==> config.mk <==
export PLATFORM = sky130hd
export DESIGN_NAME = pcd_sense_seq
export DESIGN_NICKNAME = d
export VERILOG_FILES = /design/src/rtl/pcd_pkg.sv /design/src/rtl/pcd_sync.sv /design/src/rtl/pcd_ms_timer.sv /design/src/rtl/pcd_sense_decode.sv /design/src/rtl/pcd_sense_seq.sv
export SDC_FILE = /design/constraint.sdc
export NUM_CORES = 1
export LEC_CHECK = 0
export BUFFER_PORTS_ARGS = -buffer_cell sky130_fd_sc_hd__buf_2
export CAP_MARGIN = 20
export CORE_MARGIN = 4
export CORE_UTILIZATION = 30
export CTS_CLUSTER_DIAMETER = 120
export CTS_CLUSTER_SIZE = 16
export DETAILED_ROUTE_END_ITERATION = 8
export PLACE_DENSITY = 0.56
export SYNTH_ARGS = -nofsm -noshare
export SYNTH_HDL_FRONTEND = slang
export SYNTH_SLANG_ARGS = --single-unit
==> constraint.sdc <==
create_clock -name clk_i -period 6.85 [get_ports clk_i]
set_input_delay 1.37 -clock clk_i [delete_from_list [all_inputs] [get_ports clk_i]]
set_output_delay 1.37 -clock clk_i [all_outputs]
set_load 0.05 [all_outputs]
==> src/rtl/pcd_pkg.sv <==
package pcd_pkg;

  typedef enum logic [2:0] {
    RES_NONE    = 3'd0,
    RES_PARTIAL = 3'd1,
    RES_PC16    = 3'd2,
    RES_CARDBUS = 3'd3,
    RES_UNKNOWN = 3'd4
  } pcd_result_e;

  typedef enum logic [2:0] {
    ST_IDLE,
    ST_DET,
    ST_SENSE,
    ST_FOLLOW,
    ST_HOLD,
    ST_RECOVER
  } pcd_state_e;

  typedef enum logic [1:0] {
    VD_PC16,
    VD_UNKNOWN,
    VD_FOLLOW
  } pcd_verdict_e;

endpackage

==> src/rtl/pcd_sync.sv <==
module pcd_sync #(
  parameter int WIDTH  = 4,
  parameter int STAGES = 2
) (
  input  logic             clk_i,
  input  logic             rst_ni,
  input  logic [WIDTH-1:0] d_i,
  output logic [WIDTH-1:0] d_o
);

  generate
    if (STAGES == 0) begin : g_bypass
      assign d_o = d_i;
    end else begin : g_chain
      logic [WIDTH-1:0] stage_q [STAGES];
      always_ff @(posedge clk_i or negedge rst_ni) begin
        if (!rst_ni) begin
          for (int s = 0; s < STAGES; s++) stage_q[s] <= '1;
        end else begin
          stage_q[0] <= d_i;
          for (int s = 1; s < STAGES; s++) stage_q[s] <= stage_q[s-1];
        end
      end
      assign d_o = stage_q[STAGES-1];
    end
  endgenerate

endmodule

==> src/rtl/pcd_ms_timer.sv <==
module pcd_ms_timer #(
  parameter int TICKS_PER_MS = 50000,
  parameter int MS_W         = 7
) (
  input  logic            clk_i,
  input  logic            rst_ni,
  input  logic            load_i,
  input  logic [MS_W-1:0] ms_i,
  output logic            expire_o
);

  localparam int PRE_W = (TICKS_PER_MS > 1) ? $clog2(TICKS_PER_MS) : 1;
  localparam logic [PRE_W-1:0] PRE_LAST = PRE_W'(TICKS_PER_MS - 1);

  logic [PRE_W-1:0] pre_q;
  logic [MS_W-1:0]  ms_q;
  logic             tick;

  assign tick     = (pre_q == PRE_LAST);
  assign expire_o = tick && (ms_q == MS_W'(1));

  always_ff @(posedge clk_i or negedge rst_ni) begin
    if (!rst_ni) begin
      pre_q <= '0;
      ms_q  <= '0;
    end else if (load_i) begin
      pre_q <= '0;
      ms_q  <= ms_i;
    end else if (ms_q != '0) begin
      if (tick) begin
        pre_q <= '0;
        ms_q  <= ms_q - MS_W'(1);
      end else begin
        pre_q <= pre_q + PRE_W'(1);
      end
    end
  end

endmodule

==> src/rtl/pcd_sense_decode.sv <==
module pcd_sense_decode
  import pcd_pkg::*;
(
  input  logic [1:0]   cd_i,      // {cd2, cd1}, 1 = high
  input  logic [1:0]   vs_i,      // {vs2, vs1}, 1 = floating high
  output pcd_verdict_e verdict_o,
  output logic [1:0]   drive_o,   // {vs2_oe, vs1_oe} for follow-up
  output logic         strict_o   // follow-up outcome depends on cd2
);

  always_comb begin
    verdict_o = VD_UNKNOWN;
    drive_o   = 2'b00;
    strict_o  = 1'b0;
    if (vs_i == 2'b00 || cd_i == 2'b00) begin
      verdict_o = VD_PC16;
    end else if (cd_i == 2'b11) begin
      verdict_o = VD_UNKNOWN;
    end else begin
      unique case (vs_i)
        2'b11: begin
          verdict_o = VD_FOLLOW;
          drive_o   = 2'b10;
        end
        2'b01, 2'b10: begin
          if (cd_i == 2'b10) begin
            verdict_o = VD_FOLLOW;
            drive_o   = vs_i;
            strict_o  = 1'b1;
          end
        end
        default: verdict_o = VD_UNKNOWN;
      endcase
    end
  end

endmodule

==> src/rtl/pcd_sense_seq.sv <==
module pcd_sense_seq
  import pcd_pkg::*;
#(
  parameter int TICKS_PER_MS = 50000,
  parameter int SETTLE_MS    = 1,
  parameter int RST_HOLD_MS  = 10,
  parameter int RST_WAIT_MS  = 100,
  parameter int SYNC_STAGES  = 2
) (
  input  logic       clk_i,
  input  logic       rst_ni,
  input  logic       start_i,
  input  logic       cd1_ni,
  input  logic       cd2_ni,
  input  logic       vs1_i,
  input  logic       vs2_i,
  output logic       vs1_oe_o,
  output logic       vs2_oe_o,
  output logic       card_rst_o,
  output logic       done_o,
  output logic [2:0] result_o
);

  localparam int MAX_A  = (SETTLE_MS > RST_HOLD_MS) ? SETTLE_MS : RST_HOLD_MS;
  localparam int MAX_MS = (MAX_A > RST_WAIT_MS) ? MAX_A : RST_WAIT_MS;
  localparam int MS_W   = $clog2(MAX_MS + 1);

  localparam logic [MS_W-1:0] MS_SETTLE = MS_W'(SETTLE_MS);
  localparam logic [MS_W-1:0] MS_HOLD   = MS_W'(RST_HOLD_MS);
  localparam logic [MS_W-1:0] MS_WAIT   = MS_W'(RST_WAIT_MS);

  pcd_state_e  state_q, state_d;
  pcd_result_e result_q, result_d;
  logic        done_q, done_d;
  logic        crst_q, crst_d;
  logic [1:0]  drive_q, drive_d;
  logic        strict_q, strict_d;
  logic        load;
  logic [MS_W-1:0] load_ms;
  logic        expire;
  logic        busy;

  logic [3:0]  pins_s;
  logic [1:0]  cd_s, vs_s;

  pcd_verdict_e verdict;
  logic [1:0]   dec_drive;
  logic         dec_strict;

  pcd_sync #(.WIDTH(4), .STAGES(SYNC_STAGES)) u_sync (
    .clk_i  (clk_i),
    .rst_ni (rst_ni),
    .d_i    ({vs2_i, vs1_i, cd2_ni, cd1_ni}),
    .d_o    (pins_s)
  );

  assign cd_s = pins_s[1:0];
  assign vs_s = pins_s[3:2];

  pcd_ms_timer #(.TICKS_PER_MS(TICKS_PER_MS), .MS_W(MS_W)) u_timer (
    .clk_i    (clk_i),
    .rst_ni   (rst_ni),
    .load_i   (load),
    .ms_i     (load_ms),
    .expire_o (expire)
  );

  pcd_sense_decode u_decode (
    .cd_i      (cd_s),
    .vs_i      (vs_s),
    .verdict_o (verdict),
    .drive_o   (dec_drive),
    .strict_o  (dec_strict)
  );

  always_comb begin
    state_d  = state_q;
    result_d = result_q;
    done_d   = done_q;
    crst_d   = crst_q;
    drive_d  = drive_q;
    strict_d = strict_q;
    load     = 1'b0;
    load_ms  = MS_SETTLE;
    unique case (state_q)
      ST_IDLE: begin
        if (start_i) begin
          state_d = ST_DET;
          done_d  = 1'b0;
          load    = 1'b1;
        end
      end
      ST_DET: begin
        if (expire) begin
          if (cd_s == 2'b00) begin
            state_d = ST_SENSE;
            load    = 1'b1;
          end else begin
            state_d  = ST_IDLE;
            done_d   = 1'b1;
            result_d = (cd_s == 2'b11) ? RES_NONE : RES_PARTIAL;
          end
        end
      end
      ST_SENSE: begin
        if (expire) begin
          unique case (verdict)
            VD_PC16: begin
              state_d  = ST_HOLD;
              result_d = RES_PC16;
              crst_d   = 1'b1;
              load     = 1'b1;
              load_ms  = MS_HOLD;
            end
            VD_FOLLOW: begin
              state_d  = ST_FOLLOW;
              drive_d  = dec_drive;
              strict_d = dec_strict;
              load     = 1'b1;
            end
            default: begin
              state_d  = ST_IDLE;
              done_d   = 1'b1;
              result_d = RES_UNKNOWN;
            end
          endcase
        end
      end
      ST_FOLLOW: begin
        if (expire) begin
          if (strict_q && cd_s[1]) begin
            state_d  = ST_IDLE;
            done_d   = 1'b1;
            result_d = RES_UNKNOWN;
          end else begin
            state_d  = ST_HOLD;
            result_d = RES_CARDBUS;
            crst_d   = 1'b0;
            load     = 1'b1;
            load_ms  = MS_HOLD;
          end
        end
      end
      ST_HOLD: begin
        if (expire) begin
          state_d = ST_RECOVER;
          crst_d  = (result_q == RES_CARDBUS);
          load    = 1'b1;
          load_ms = MS_WAIT;
        end
      end
      ST_RECOVER: begin
        if (expire) begin
          state_d = ST_IDLE;
          done_d  = 1'b1;
        end
      end
      default: state_d = ST_IDLE;
    endcase
  end

  always_ff @(posedge clk_i or negedge rst_ni) begin
    if (!rst_ni) begin
      state_q  <= ST_IDLE;
      result_q <= RES_NONE;
      done_q   <= 1'b0;
      crst_q   <= 1'b0;
      drive_q  <= 2'b00;
      strict_q <= 1'b0;
    end else begin
      state_q  <= state_d;
      result_q <= result_d;
      done_q   <= done_d;
      crst_q   <= crst_d;
      drive_q  <= drive_d;
      strict_q <= strict_d;
    end
  end

  assign busy       = (state_q != ST_IDLE);
  assign vs1_oe_o   = (state_q == ST_DET) || ((state_q == ST_FOLLOW) && drive_q[0]);
  assign vs2_oe_o   = (state_q == ST_DET) || ((state_q == ST_FOLLOW) && drive_q[1]);
  assign card_rst_o = crst_q;
  assign done_o     = done_q;
  assign result_o   = result_q;

endmodule

# == After elaboration in Yosys (flattened, before gate mapping) ==
# Index checks and enable logic that the tools add are counted.
# word_totals
output_inout_bits,7
inputBits,7
reg_bits,42
wordCells,129
# op_classes
n_reduce_logical,25
eq_ne,26
n_addsub,2
muxes,66
# ops
cell,n
2-to-1 mux 16 bit,3
2-to-1 mux 3 bit,12
2-to-1 mux 7 bit,4
2-to-1 mux 1 bit,26
inequality test 2 bit (second input constant),12
case mux 7 bit (3 select lines),1
case mux 3 bit (6 select lines),1
AND reduction 6 bit,3
adder 16 x 1 -> 16 bit (second input constant),1
== test 16 bit (second input constant),1
2-to-1 mux 4 bit,4
2-to-1 mux 2 bit,7
case mux 3 bit (2 select lines),2
== test 2 bit (second input constant),5
case mux 1 bit (5 select lines),2
== test 3 x 2 -> 1 bit (second input constant),3
case mux 3 bit (3 select lines),1
AND reduction 9 bit,1
case mux 2 bit (2 select lines),2
== test 7 x 1 -> 1 bit (second input constant),1
nonzero test 7 bit,1
subtractor 7 x 1 -> 7 bit (second input constant),1
== test 3 bit (second input constant),2
logical NOT 2 bit,3
other kinds (12),20

# == Longest topological paths before layout ==
# Gate-level depths: netlist of the first run.
# logic_depth
ltp_word,12
depth_mapped,8
depth_no_buf,8

# == Cells and area by module ==
# Synthesis of the first run repeated with hierarchy kept, for this count alone.
# hier_totals
hier_cells,268
hier_area_um2,2543.7
# modules_own_cells
module,cells_each,seq_area_each_um2,n_inst,area_per_inst_um2
pcd_ms_timer,166,575.6,1,1468.9
pcd_sense_seq,73,275.3,1,695.7
pcd_sync,12,210.2,1,240.2
pcd_sense_decode,17,0.0,1,138.9

# == Worst setup path before layout of the first run ==
# No wires, ideal clock.
# synth_path
path_kind,flip-flop to output port
start,register state_q[0]
end,output port vs1_oe_o
t_arrival_ps,1534
setup_slack_ps,3946
stages_incl_launch_ff,4
required_time_ps,5480
path_cell_list,dfrtp_1 > clkbuf_1 > nand2_1 > a21oi_1
# synth_via
elab_chain_cells,3
# synth_lines
element,line_no,source
from (decl),pcd_sense_seq.sv:32,"pcd_state_e state_q, state_d;"
from (signal assigned),pcd_sense_seq.sv:171,state_q <= state_d;
== test 3 x 2 -> 1 bit,pcd_sense_seq.sv:181,assign vs1_oe_o = (state_q == ST_DET) || ((state_q == ST_FOLLOW) && drive_q[0]);
logical AND 1 bit,pcd_sense_seq.sv:181,
logical OR 1 bit (*),pcd_sense_seq.sv:181,
to (decl),pcd_sense_seq.sv:17,"output logic vs1_oe_o,"
# Mark *: on every way between the ends. The rest lies on a longest branch, timed or not.

# == Worst setup path in the final report of the first run ==
# layout_path
start,input port start_i
end,register u_timer.ms_q[3]
# layout_via
elab_chain_cells,4
# layout_lines
element,line_no,source
from (decl),pcd_sense_seq.sv:12,"input logic start_i,"
2-to-1 mux 1 bit (*),pcd_sense_seq.sv:87,if (start_i) begin
case mux 1 bit (5 select lines) (*),pcd_sense_seq.sv:85,unique case (state_q)
nonzero test 2 bit (no source line),n/a,
AND reduction 2 bit (no source line),n/a,
to (signal assigned),pcd_ms_timer.sv:28,ms_q <= ms_i;
to (signal assigned),pcd_ms_timer.sv:32,ms_q <= ms_q - MS_W'(1);
to (decl),pcd_ms_timer.sv:16,logic [MS_W-1:0] ms_q;
# Marks and branches as above.
# A chain may end at the register's enable or synchronous reset.

==> metrics.md, run 1 <==
| Metric | Value |
|---|---|
| Antenna Cells | `0` |
| Clock Pin Slew Worst Setup and Hold Paths | `80 ps` |
| Synthesized netlist cell count | `259` |
| MaxCap Viol Count | `0` |
| Core box area | `approximately 7700 um2` |
| DP Area | `~2500 um2` |
| Synth Area per Inst | `9.22 um2` |
| DR iter-0 viols | `236` |
| Seq cells post-synth | `42` |
| HPWL after DPL | `3670 um` |
| Die area | `9450 um2` |
| Slew Limit Fails | `0` |
| WP data required | `7040 ps` |
| Slowest cell on crit path | `a21oi_2` |
| Reg2Reg Launch Point | `u_timer.pre_q[4]$_DFFE_PN0P_` |
| Most common cell after layout, fill and taps aside | `dfrtp_1` |
| Register Area | `1060 um2` |
| # nets final | `283` |
| Clk Latency, worst-skew pair | `300 ps` |
| Mapped Area | `2390 um2` |
| Post-cts sizing count | `0` |
| Total CTS buffers | `5` |
| PortBufs | `13` |
| Vias per cell | `5.10` |
| Setup Skew | `4.53 ps` |
| Initial antenna violation count | `0` |
| Tmin final | `2980 ps` |
| DRC | `0` |
| Final WL | `5100 um` |
| Outcome | `finished clean` |
| Synth unique cells | `56` |
| Area leader, netlist | `dfrtp_1` |
| CTS tree | `yes` |
| Critical path cell sequence | `buf_2 > or4b_1 > o211ai_1 > o22ai_1 > a21oi_2 > o21a_1 > nor2_1` |
| Root Buffer | `clkbuf_8` |
| Post-synth top area share | `35.6%` |
| Top_reg_cell synth | `dfrtp_1` |
| Initial Util | `30.9%` |
| Pwr dens | `~180 nW/um2` |
| Setup_tns | `0 ps` |
| Synth area leaders | `dfrtp_1 (36%), dfstp_2 (8.8%), a21oi_1 (4.6%)` |
| Longest Clk Path Bufs | `2` |
| Fraction of layout cells with a size suffix above 1 | `14.4%` |
| Overall die width | `about 97 um` |
| Fmax | `335 MHz` |
| Worst Hold Class | `reg2reg` |
| Hold_buf cts | `0` |
| VDD IR max | `0.123 mV` |
| CP arrival | `3170 ps` |
| Post-DR wirelength/cell | `~14 um` |
| Max H-tree Level | `2` |
| Post-CTS Setup Bufs | `0` |
| Total GRT Usage | `10.9%` |
| Hold_sp | `u_sync.g_chain.stage_q[6]$_DFF_PN1_` |
| P_leak | `0.00109 uW` |
| Total Power | `468 uW` |
| Pin count of the biggest net entering global routing | `43` |
| Final Hold Viols | `0` |
| Post-synth EDFFs | `0` |
| Syn-to-layout area delta | `11.0%` |
| Fin crit share | `between 40% and 50%` |
| Fillers | `slightly above 800` |
| Die H | `97.2 um` |
| DR vias | `1,904` |
| Design Area, Final | `about 2700 um2` |
| Vias in the first global route | `~1,700` |
| Drt pass-1 iters | `4` |
| CP Capture Type | `flop` |
| Final core utilization | `34.3%` |
| Ys async rst share | `100%` |
| Ports | `14` |
| Critical Path Max Stage Delay | `~600 ps` |
| Most frequent cells in the layout | `dfrtp_1 (34), nor2_1 (27), nand2_1 (23)` |
| Clock tree sinks | `42` |
| Cell Rows | `32` |
| Final hold slack | `358 ps` |
| Setup CP Type | `in2reg` |
| CP top delay family | `compound AO/OA/AOI/OAI gates` |
| First-pass GRT wire length | `8590 um` |
| RSZ-0062 raised after global routing | `no` |
| Rel. slew slack | `38.9%` |
| Setup crit start | `start_i` |
| Register area share after synthesis | `44.4%` |
| Ys Warns | `0` |
| CP Buf/Inv Count | `1` |
| Worst Path Max Fanout | `16` |
| Post-route ant nets | `0` |
| Placer Congestion | `0.874` |
| Area of the multi-input gates | `1240 um2` |
| GRT overflow | `0` |
| Syn_nets | `between 200 and 300` |
| Startpoint types | `primary input` |
| Setup-failing EPs final | `0` |
| Worst slew pin tran | `a little over 900 ps` |
-- sequential cells by signal, summed over array words and instances (netlist names) --
signal and count:
u_timer.pre_q 16, u_sync.d_o 4, card_rst_o 1, u_sync.g_chain.stage_q 4
drive_q 2, strict_q 1, u_timer.ms_q 7, done_o 1
result_o 3, state_q 3
-- logic make-up (layout without fill, tap and decap cells) --
kind of cell	after synthesis	in the layout	synth area share, %
compound gates	60	60	15.6
xor+xnor	11	11	4.03
fa+ha+maj	6	6	3.14
buf+inv	22	34	3.67
flops	42	42	44.4
mux	3	3	1.57
simple gates	115	115	27.6
-- worst register-to-register path, stage by stage (launching register included) --
cell,delay [ps]
dfrtp_1,470
or4b_4,560
nor4_4,490
nand2_2,190
a21oi_2,670
o21a_1,230
nor2_1,40
-- cells in the mapped netlist (3+ instances only) --
master    instances
nor3b_1           3
xnor2_1           3
a211oi_1          5
o22ai_1           3
o21ai_0          11
clkbuf_1          7
and2_1            4
inv_1            13
and3_1            4
nand2_1          23
dfstp_2           8
and4_1            3
a21oi_1          22
dfrtp_1          34
nand3_1           5
nor4bb_1          3
nor3_1            8
or3_1             7
nor2_1           27
xor2_1            8
ha_1              6
nand4_1          10
-- area by class of cell --
type | instances | area share, %
Sequential cell | 42 | 40.0
Timing Repair Buffer | 13 | 2.45
Tap cell | 102 | 4.81
Clock inverter | 3 | 1.51
Inverter | 13 | 1.84
Clock buffer | 5 | 2.60
Multi-Input combinational cell | 195 | 46.8
-- report_power, final --
part | leakage (uW) | total, uW | internal, uW | switching [uW]
logic | 0.000543 | 15.4 | 5.62 | 9.82
registers | 0.000487 | 255 | 252 | 2.67
clock network | 0.0000579 | 197 | 107 | 89.9
total | 0.00109 | 468 | 365 | 102
-- routing by layer --
| layer | global-route usage (%) | routed length, um |
|---|---|---|
| met1 | 16.4 | 2600 |
| met2 | 15.3 | 2220 |
| met3 | 2.30 | 202 |
| met4 | 3.94 | 75 |
| met5 | 0 | 0 |
-- per-stage QoR --
step / std cells / worst slack, ps
finish: 373 / 3870
floorplan: 259 / 3950
CTS: 373 / 3850
global placement: 365 / 3610
detailed placement: 365 / 3540
global route: 373 / 3770
-- worst paths after layout --
check / cells after the start / slack [ps] / end
setup / recovery: 7 / 3870 / u_timer.ms_q[3]$_DFFE_PN0P_
hold / removal: 0 / 360 / u_sync.d_o[2]$_DFF_PN1_
setup reg to reg: 6 / 4100 / u_timer.ms_q[3]$_DFFE_PN0P_
hold reg to reg: 0 / 360 / u_sync.d_o[2]$_DFF_PN1_
max in group asynchronous: 1 / 5070 / u_timer.pre_q[6]$_DFFE_PN0P_
min in group asynchronous: 1 / 1200 / u_timer.pre_q[8]$_DFFE_PN0P_
No activity file was read; power rests on OpenSTA's default activity.
==> inputs of run 2 (changes only) <==
--- a/config.mk
+++ b/config.mk
@@ -5,6 +5,7 @@
 export SDC_FILE = /design/constraint.sdc
 export NUM_CORES = 1
 export LEC_CHECK = 0
+export ABC_AREA = 1
 export BUFFER_PORTS_ARGS = -buffer_cell sky130_fd_sc_hd__buf_2
 export CAP_MARGIN = 20
 export CORE_MARGIN = 4
==> constraint.sdc (replaced) <==
create_clock -name clk_i -period 3.01 [get_ports clk_i]
set_input_delay 0.602 -clock clk_i [delete_from_list [all_inputs] [get_ports clk_i]]
set_output_delay 0.602 -clock clk_i [all_outputs]
set_load 0.05 [all_outputs]
==> metrics.md, run 2 <==
| Metric | Value |
|---|---|
| Outcome | `finished clean` |
| Fraction of layout cells with a size suffix above 1 | `13.6% (-0.77 points)` |
| Tmin final | `2230 ps` |
| Setup-failing EPs final | `0 (unchanged)` |
| Drt pass-1 iters | `4 (unchanged)` |
| Vias in the first global route | `2,193 (+30%)` |
| Post-route ant nets | `0 (unchanged)` |
| Startpoint types | `flop` |
| Antenna Cells | `0 (unchanged)` |
| Mapped Area | `2650 um2 (+11%)` |
| Register Area | `1060 um2 (unchanged)` |
| Root Buffer | `clkbuf_8` |
| Reg2Reg Capture Point | `u_timer.pre_q[15]$_DFFE_PN0P_` |
| Ports | `14 (unchanged)` |
| Rel. slew slack | `66.0% (+27 points)` |
| Count leader, synth | `nand2_1` |
| Area leader, netlist | `dfrtp_1` |
| Area of the multi-input gates | `1400 um2 (+13%)` |
| Logic pwr share | `3.5% (+0.2 points)` |
| CP Buf/Inv Count | `2 (+1)` |
| Initial antenna violation count | `0 (unchanged)` |
| Fin crit share | `approximately 74%` |
| Synth Area per Inst | `7.56 um2 (-18%)` |
| Setup_tns | `0 ps (unchanged)` |
| Switching fraction of total power | `22.6% (+0.73 points)` |
| First-pass GRT wire length | `10,200 um (+19%)` |
| Post-synth top area share | `32.2% (-3.5 points)` |
| Post-DR wirelength/cell | `12.1 um (-11%)` |
| Fmax | `about 450 MHz` |
| Setup Skew | `7.84 ps (+3.31 ps)` |
| DRC | `0 (unchanged)` |
| Clock share of power | `42.9% (+0.7 points)` |
| Inst Count DP | `463 (+27%)` |
| Placer Congestion | `0.874 (about the same)` |
| Ys Warns | `0 (unchanged)` |
| P_leak | `0.00138 uW (+26%)` |
| Vias per cell | `4.76 (-6.7%)` |
| Cell Rows | `33 (+3.1%)` |
| Synth area leaders | `dfrtp_1 (32%), nand2_1 (16%), dfstp_2 (7.9%)` |
| Critical Path Max Stage Delay | `440 ps (-160 ps)` |
| Setup CP Type | `reg2out` |
| MaxCap Viol Count | `0 (unchanged)` |
| CP Capture Type | `primary output` |
| Worst slew pin tran | `510 ps (-406 ps)` |
| PortBufs | `13 (unchanged)` |
| Final Hold Viols | `0 (unchanged)` |
| Post-CTS Setup Bufs | `0 (unchanged)` |
| CTS tree | `yes` |
| Worst Hold Class | `in2async` |
| Post-cts sizing count | `0 (unchanged)` |
| Pwr dens | `366 nW/um2 (+110%)` |
| Post-synth EDFFs | `0 (unchanged)` |
| Biggest register | `u_timer.pre_q` |
| CP arrival | `1630 ps (-1540 ps)` |
| Total CTS buffers | `5 (unchanged)` |
| Worst Path Max Fanout | `6 (-10)` |
| Clock Pin Slew Worst Setup and Hold Paths | `90 ps (about the same)` |
| RSZ-0062 raised after global routing | `no` |
| Most frequent cells in the layout | `nand2_1 (114), nor2_1 (39), dfrtp_1 (34)` |
| Syn_nets | `363 (+33%)` |
| Longest Clk Path Bufs | `2 (unchanged)` |
| Overall die width | `102 um (+4.8%)` |
| Flop pwr share | `53.6% (-0.9 points)` |
| Ys async rst share | `100% (unchanged)` |
| Fin cells | `472 (+27%)` |
| Slew Limit Fails | `0 (unchanged)` |
| Die area | `10,400 um2 (+9.8%)` |
| Hold_buf cts | `0 (unchanged)` |
| DR iter-0 viols | `63 (-73%)` |
| Total GRT Usage | `12.1% (+1.2 points)` |
| WP data required | `2410 ps (-4630 ps)` |
| HPWL after DPL | `4030 um (+10%)` |
| Most common cell after layout, fill and taps aside | `nand2_1` |
| Initial Util | `31.6% (+0.65 points)` |
| Int Pwr | `834 uW (+130%)` |
| Clk Latency, worst-skew pair | `300 ps (about the same)` |
| Post-synth top cells | `nand2_1 (114), nor2_1 (39), dfrtp_1 (34)` |
| # nets final | `379 (+34%)` |
| VDD IR max | `0.153 mV (+25%)` |
| Slowest cell on crit path | `dfrtp_1` |
| Critical path cell sequence | `nand2_1 > nor2_1 > inv_1 > o21ai_0 > buf_2` |
| Psw | `244 uW (+140%)` |
| Syn-to-layout area delta | `11.2%` |
| Seq cells post-synth | `42 (unchanged)` |
| DR vias | `2,249 (+18%)` |
| Max H-tree Level | `2 (unchanged)` |
| Die H | `102 um (+4.8%)` |
| Register area share after synthesis | `40.1% (-4.3 points)` |
| Worst reg2reg path depth | `13 (+7)` |
| Core box area | `8380 um2 (+8.5%)` |
| Final WL | `5720 um (+12%)` |
| GRT overflow | `0 (unchanged)` |
| Pin count of the biggest net entering global routing | `43 (unchanged)` |
| Synthesized netlist cell count | `350 (+35%)` |
| Largest register FFs | `16 (unchanged)` |
| Synth unique cells | `35 (-38%)` |
| Top Registers | `u_timer.pre_q (16), u_timer.ms_q (7)` |
| CP top delay family | `buffers and inverters` |
| R2r setup slk | `920 ps (-3180 ps)` |
| Top_reg_cell synth | `dfrtp_1` |
| Fillers | `871 (+5.7%)` |
| Reg2Reg Launch Point | `u_sync.d_o[2]$_DFF_PN1_` |
| Clock tree sinks | `42 (unchanged)` |
## run 2: cell types whose count changed after synthesis, moves of 12 or more
cell,change
nand2_1,+91
inv_1,+20
nand3_1,+18
a21oi_1,-17
nor2_1,+12
## run 2: area by class of cell
| cell class | instances | share of cell area (%) |
|---|---|---|
| multi-input combinational | 265 | 47.5 |
| sequential | 42 | 36.1 |
| inverter | 38 | 4.93 |
| tap | 105 | 4.47 |
| timing repair buffer | 14 | 3.15 |
| clock buffer | 5 | 2.34 |
| clock inverter | 3 | 1.53 |
## run 2: worst max-delay path by stage
stage	depth (start not counted)	slack, ps	from	end
2_1_floorplan	3	600	state_q[2]$_DFFE_PN0P_	vs1_oe_o
3_3_place_gp	13	950	u_sync.d_o[2]$_DFF_PN1_	u_timer.pre_q[12]$_DFFE_PN0P_
3_5_place_dp	13	900	u_sync.d_o[2]$_DFF_PN1_	u_timer.pre_q[15]$_DFFE_PN0P_
4_1_cts	5	760	state_q[1]$_DFFE_PN0P_	vs1_oe_o
5_1_grt	5	610	state_q[0]$_DFFE_PN0P_	vs1_oe_o
6_report	5	780	state_q[1]$_DFFE_PN0P_	vs1_oe_o
## run 2: per-layer routing
metal | vias up | routed length [um] | global-route usage, %
met5 | - | 0 | 0
met4 | 0 | 69 | 3.43
li1 | 1152 | - | -
met1 | 1038 | 2770 | 16.9
met2 | 50 | 2640 | 19.3
met3 | 9 | 244 | 2.32
## run 2: cells by family (layout without fill, tap and decap cells)
group	after synthesis	after routing	synth area share, %
AND/OR/NAND/NOR	210	210	36.7
buffers and inverters	43	60	7.05
AO/OA/AOI/OAI	31	31	7.33
adder cells (fa/ha/maj)	6	6	2.84
flip-flops	42	42	40.1
XOR/XNOR	18	18	5.96
## run 2: power by group through the flow
stage | registers [uW] | clock network, uW | logic [uW]
global placement | 588 | 0 | 33.8
global route | 579 | 501 | 43.7
CTS | 578 | 485 | 34.6
detailed placement | 588 | 0 | 34.4
finish | 577 | 463 | 37.7
floorplan | 590 | 0 | 12.8
## run 2: worst register-to-register path: stages, from the launching register on
cell and delay (ps):
dfstp_2 540, inv_1 50, ha_1 310, nand2_1 80, nand2_1 50, nand2_1 50
nand2_1 60, nand2_1 80, nand3_1 110, nand2_4 210, nand2_8 100, nor2_8 230
nand2_1 90, nand2_1 80
## run 2: through the flow
stage | worst slack [ps] | area (um2) | util, % | total power [uW] | hold WS (ps)
final | 783 | 2940 | 35.1 | 1080 | 265
after global routing | 612 | 2940 | 35.1 | 1120 | 294
after CTS | 758 | 2910 | 34.8 | 1100 | 361
after detailed placement | 903 | 2800 | 33.4 | 623 | 347
after global placement | 953 | 2800 | 33.4 | 622 | 347
after floorplan | 605 | 2650 | - | 603 | 306
==> inputs of run 3 (changes only) <==
--- a/config.mk
+++ b/config.mk
@@ -13,7 +13,7 @@
 export CTS_CLUSTER_DIAMETER = 120
 export CTS_CLUSTER_SIZE = 16
 export DETAILED_ROUTE_END_ITERATION = 8
-export PLACE_DENSITY = 0.56
+export PLACE_DENSITY = 0.58
 export SYNTH_ARGS = -nofsm -noshare
 export SYNTH_HDL_FRONTEND = slang
 export SYNTH_SLANG_ARGS = --single-unit
==> constraint.sdc (replaced) <==
create_clock -name clk_i -period 1.82 [get_ports clk_i]
set_input_delay 0.364 -clock clk_i [delete_from_list [all_inputs] [get_ports clk_i]]
set_output_delay 0.364 -clock clk_i [all_outputs]
set_load 0.05 [all_outputs]
==> metrics.md, run 3 (synthesis results as in run 2) <==
| Metric | Value |
|---|---|
| Psw | `404 uW (+66%)` |
| VDD IR max | `0.283 mV (+84%)` |
| R2r setup slk | `-120 ps (-1040 ps)` |
| Placer Congestion | `0.831 (-4.9%)` |
| Slew Limit Fails | `0 (unchanged)` |
| Fmax | `514 MHz` |
| Post-DR wirelength/cell | `12.1 um (-0.40%)` |
| GRT overflow | `0 (unchanged)` |
| Logic pwr share | `4.1% (+0.6 points)` |
| Post-route ant nets | `0 (unchanged)` |
| Vias per cell | `4.69 (-1.7%)` |
| Startpoint types | `flop` |
| DR vias | `2,399 (+6.7%)` |
| Clk Latency, worst-skew pair | `300 ps (about the same)` |
| Reg2Reg Capture Point | `done_o$_DFFE_PN0P_` |
| Core box area | `8380 um2 (unchanged)` |
| Largest register FFs | `16 (unchanged)` |
| Total CTS buffers | `5 (unchanged)` |
| Die area | `10,400 um2 (unchanged)` |
| Syn-to-layout area delta | `25.9%` |
| Vias in the first global route | `2,343 (+6.8%)` |
| # nets final | `419 (+11%)` |
| Setup-failing EPs final | `24 (+24)` |
| Final worst slack | `-124 ps (-907 ps)` |
| Overall die width | `102 um (unchanged)` |
| Clock share of power | `42.5% (-0.4 points)` |
| Worst Hold Class | `in2async` |
| PortBufs | `13 (unchanged)` |
| Grt met3 use | `2.46% (+0.14 points)` |
| Clock Pin Slew Worst Setup and Hold Paths | `90 ps (about the same)` |
| Pwr dens | `537 nW/um2 (+47%)` |
| Rel. slew slack | `64.3% (-1.7 points)` |
| P_leak | `0.00157 uW (+14%)` |
| Most frequent cells in the layout | `nand2_1 (104), buf_4 (38), nor2_1 (35)` |
| DP Area | `3040 um2 (+8.7%)` |
| DRC | `0 (unchanged)` |
| Tmin final | `1940 ps` |
| Setup CP Type | `reg2reg` |
| Clock tree sinks | `42 (unchanged)` |
| Fin cells | `512 (+8.5%)` |
| Final Hold Viols | `0 (unchanged)` |
| Failing checks | `setup timing` |
| HPWL after DPL | `4410 um (+9.5%)` |
| First-pass GRT wire length | `10,500 um (+2.7%)` |
| Max H-tree Level | `2 (unchanged)` |
| Cell Rows | `33 (unchanged)` |
| DR iter-0 viols | `111 (+76%)` |
| Antenna Cells | `0 (unchanged)` |
| CP arrival | `2130 ps (+500 ps)` |
| Most common cell after layout, fill and taps aside | `nand2_1` |
| Flop pwr share | `53.4% (-0.2 points)` |
| Int Pwr | `1380 uW (+66%)` |
| Design Area, Final | `3330 um2 (+13%)` |
| Met1 usage | `16.8% (-0.12 points)` |
| Biggest register | `u_timer.pre_q` |
| Hold_buf cts | `0 (unchanged)` |
| Final WL | `6180 um (+8.0%)` |
| M2 GR Usage | `20.6% (+1.3 points)` |
| Fin crit share | `107%` |
| Reg2Reg Launch Point | `u_sync.d_o[2]$_DFF_PN1_` |
| MaxCap Viol Count | `0 (unchanged)` |
| WP data required | `2010 ps (-400 ps)` |
| Longest Clk Path Bufs | `2 (unchanged)` |
| Setup Skew | `9.09 ps (+1.25 ps)` |
| Initial antenna violation count | `0 (unchanged)` |
| Drt pass-1 iters | `5 (+1)` |
| Pin count of the biggest net entering global routing | `43 (unchanged)` |
| Worst slew pin tran | `535 ps (+25.4 ps)` |
| CP Capture Type | `flop` |
| Fraction of layout cells with a size suffix above 1 | `28.7% (+15 points)` |
| Total GRT Usage | `12.5% (+0.42 points)` |
| Root Buffer | `clkbuf_8` |
| Die H | `102 um (unchanged)` |
| Worst reg2reg path depth | `13 (unchanged)` |
| Inst Count DP | `493 (+6.5%)` |
| Worst Path Max Fanout | `3 (-3)` |
| RSZ-0062 raised after global routing | `yes` |
| Outcome | `finished, violations left` |
| Initial Util | `31.6% (unchanged)` |
| CTS tree | `yes` |
| Switching fraction of total power | `22.6% (-0.026 points)` |
| GR peak layer | `met2` |
| Top Registers | `u_timer.pre_q (16), u_timer.ms_q (7)` |
| Ports | `14 (unchanged)` |
-- run 3: per-stage QoR --
step / utilization, % / setup TNS (ps) / hold WS [ps] / worst slack (ps) / power (uW)
after global routing: 39.7 / -6770 / 137 / -300 / 1870
after detailed placement: 36.3 / -2310 / 347 / -116 / 1040
after global placement: 36.3 / -1360 / 347 / -74.5 / 1040
after floorplan: - / -0.711 / 68.4 / -0.461 / 1000
after CTS: 38.6 / -1630 / 145 / -101 / 1810
final: 39.7 / -1780 / 114 / -124 / 1790
-- run 3: final cells by class --
class,count,area [um2]
Multi-Input combinational cell,266,1490
Fill cell,870,5050
Clock buffer,5,68.8
Inverter,38,150
Timing Repair Buffer,53,385
Sequential cell,42,1060
Clock inverter,3,45.0
Tap cell,105,131
-- run 3: layer usage --
| layer | vias up | routed length [um] | share of wire (%) |
|---|---|---|---|
| met5 | - | 0 | 0 |
| met4 | 0 | 76 | 1.2 |
| met3 | 7 | 191 | 3.1 |
| met2 | 40 | 2920 | 47 |
| met1 | 1116 | 3000 | 48 |
| li1 | 1236 | - | - |
-- run 3: how the worst max path moves through the flow --
stage                                                to  depth (start not counted)               startpoint
after floorplan            u_timer.pre_q[9]$_DFFE_PN0P_                         15  u_sync.d_o[2]$_DFF_PN1_
after global placement     u_timer.pre_q[4]$_DFFE_PN0P_                         14  u_sync.d_o[2]$_DFF_PN1_
after detailed placement   u_timer.pre_q[2]$_DFFE_PN0P_                         14  u_sync.d_o[3]$_DFF_PN1_
after CTS                 u_timer.pre_q[14]$_DFFE_PN0P_                         14  u_sync.d_o[2]$_DFF_PN1_
after global routing       u_timer.pre_q[7]$_DFFE_PN0P_                         14  u_sync.d_o[2]$_DFF_PN1_
final                                done_o$_DFFE_PN0P_                         13  u_sync.d_o[2]$_DFF_PN1_
-- run 3: power groups by stage --
stage	Clock [uW]	Combinational, uW	Sequential [uW]
5_1_grt	829	84.6	957
3_3_place_gp	0	64.5	973
3_5_place_dp	0	66.9	974
4_1_cts	784	70.7	956
6_report	761	72.5	955
2_1_floorplan	0	25.3	976
-- run 3: timing repair --
| item | CTS | global route |
|---|---|---|
| pin swaps | 12 | 14 |
| endpoints found under the setup margin | 26 | 36 |
| buffers inserted | 5 | 5 |
| resized for setup | 10 | 26 |
| gates cloned | 1 | 0 |
-- run 3: critical path: stages (launching register included) --
cell,delay [ps]
dfstp_2,540
inv_2,50
ha_4,270
nand2_1,40
nand2_1,70
nand2_1,60
nand2_2,70
nand2_2,60
buf_4,140
buf_4,120
buf_4,120
buf_4,120
nand4_1,120
a21oi_2,60
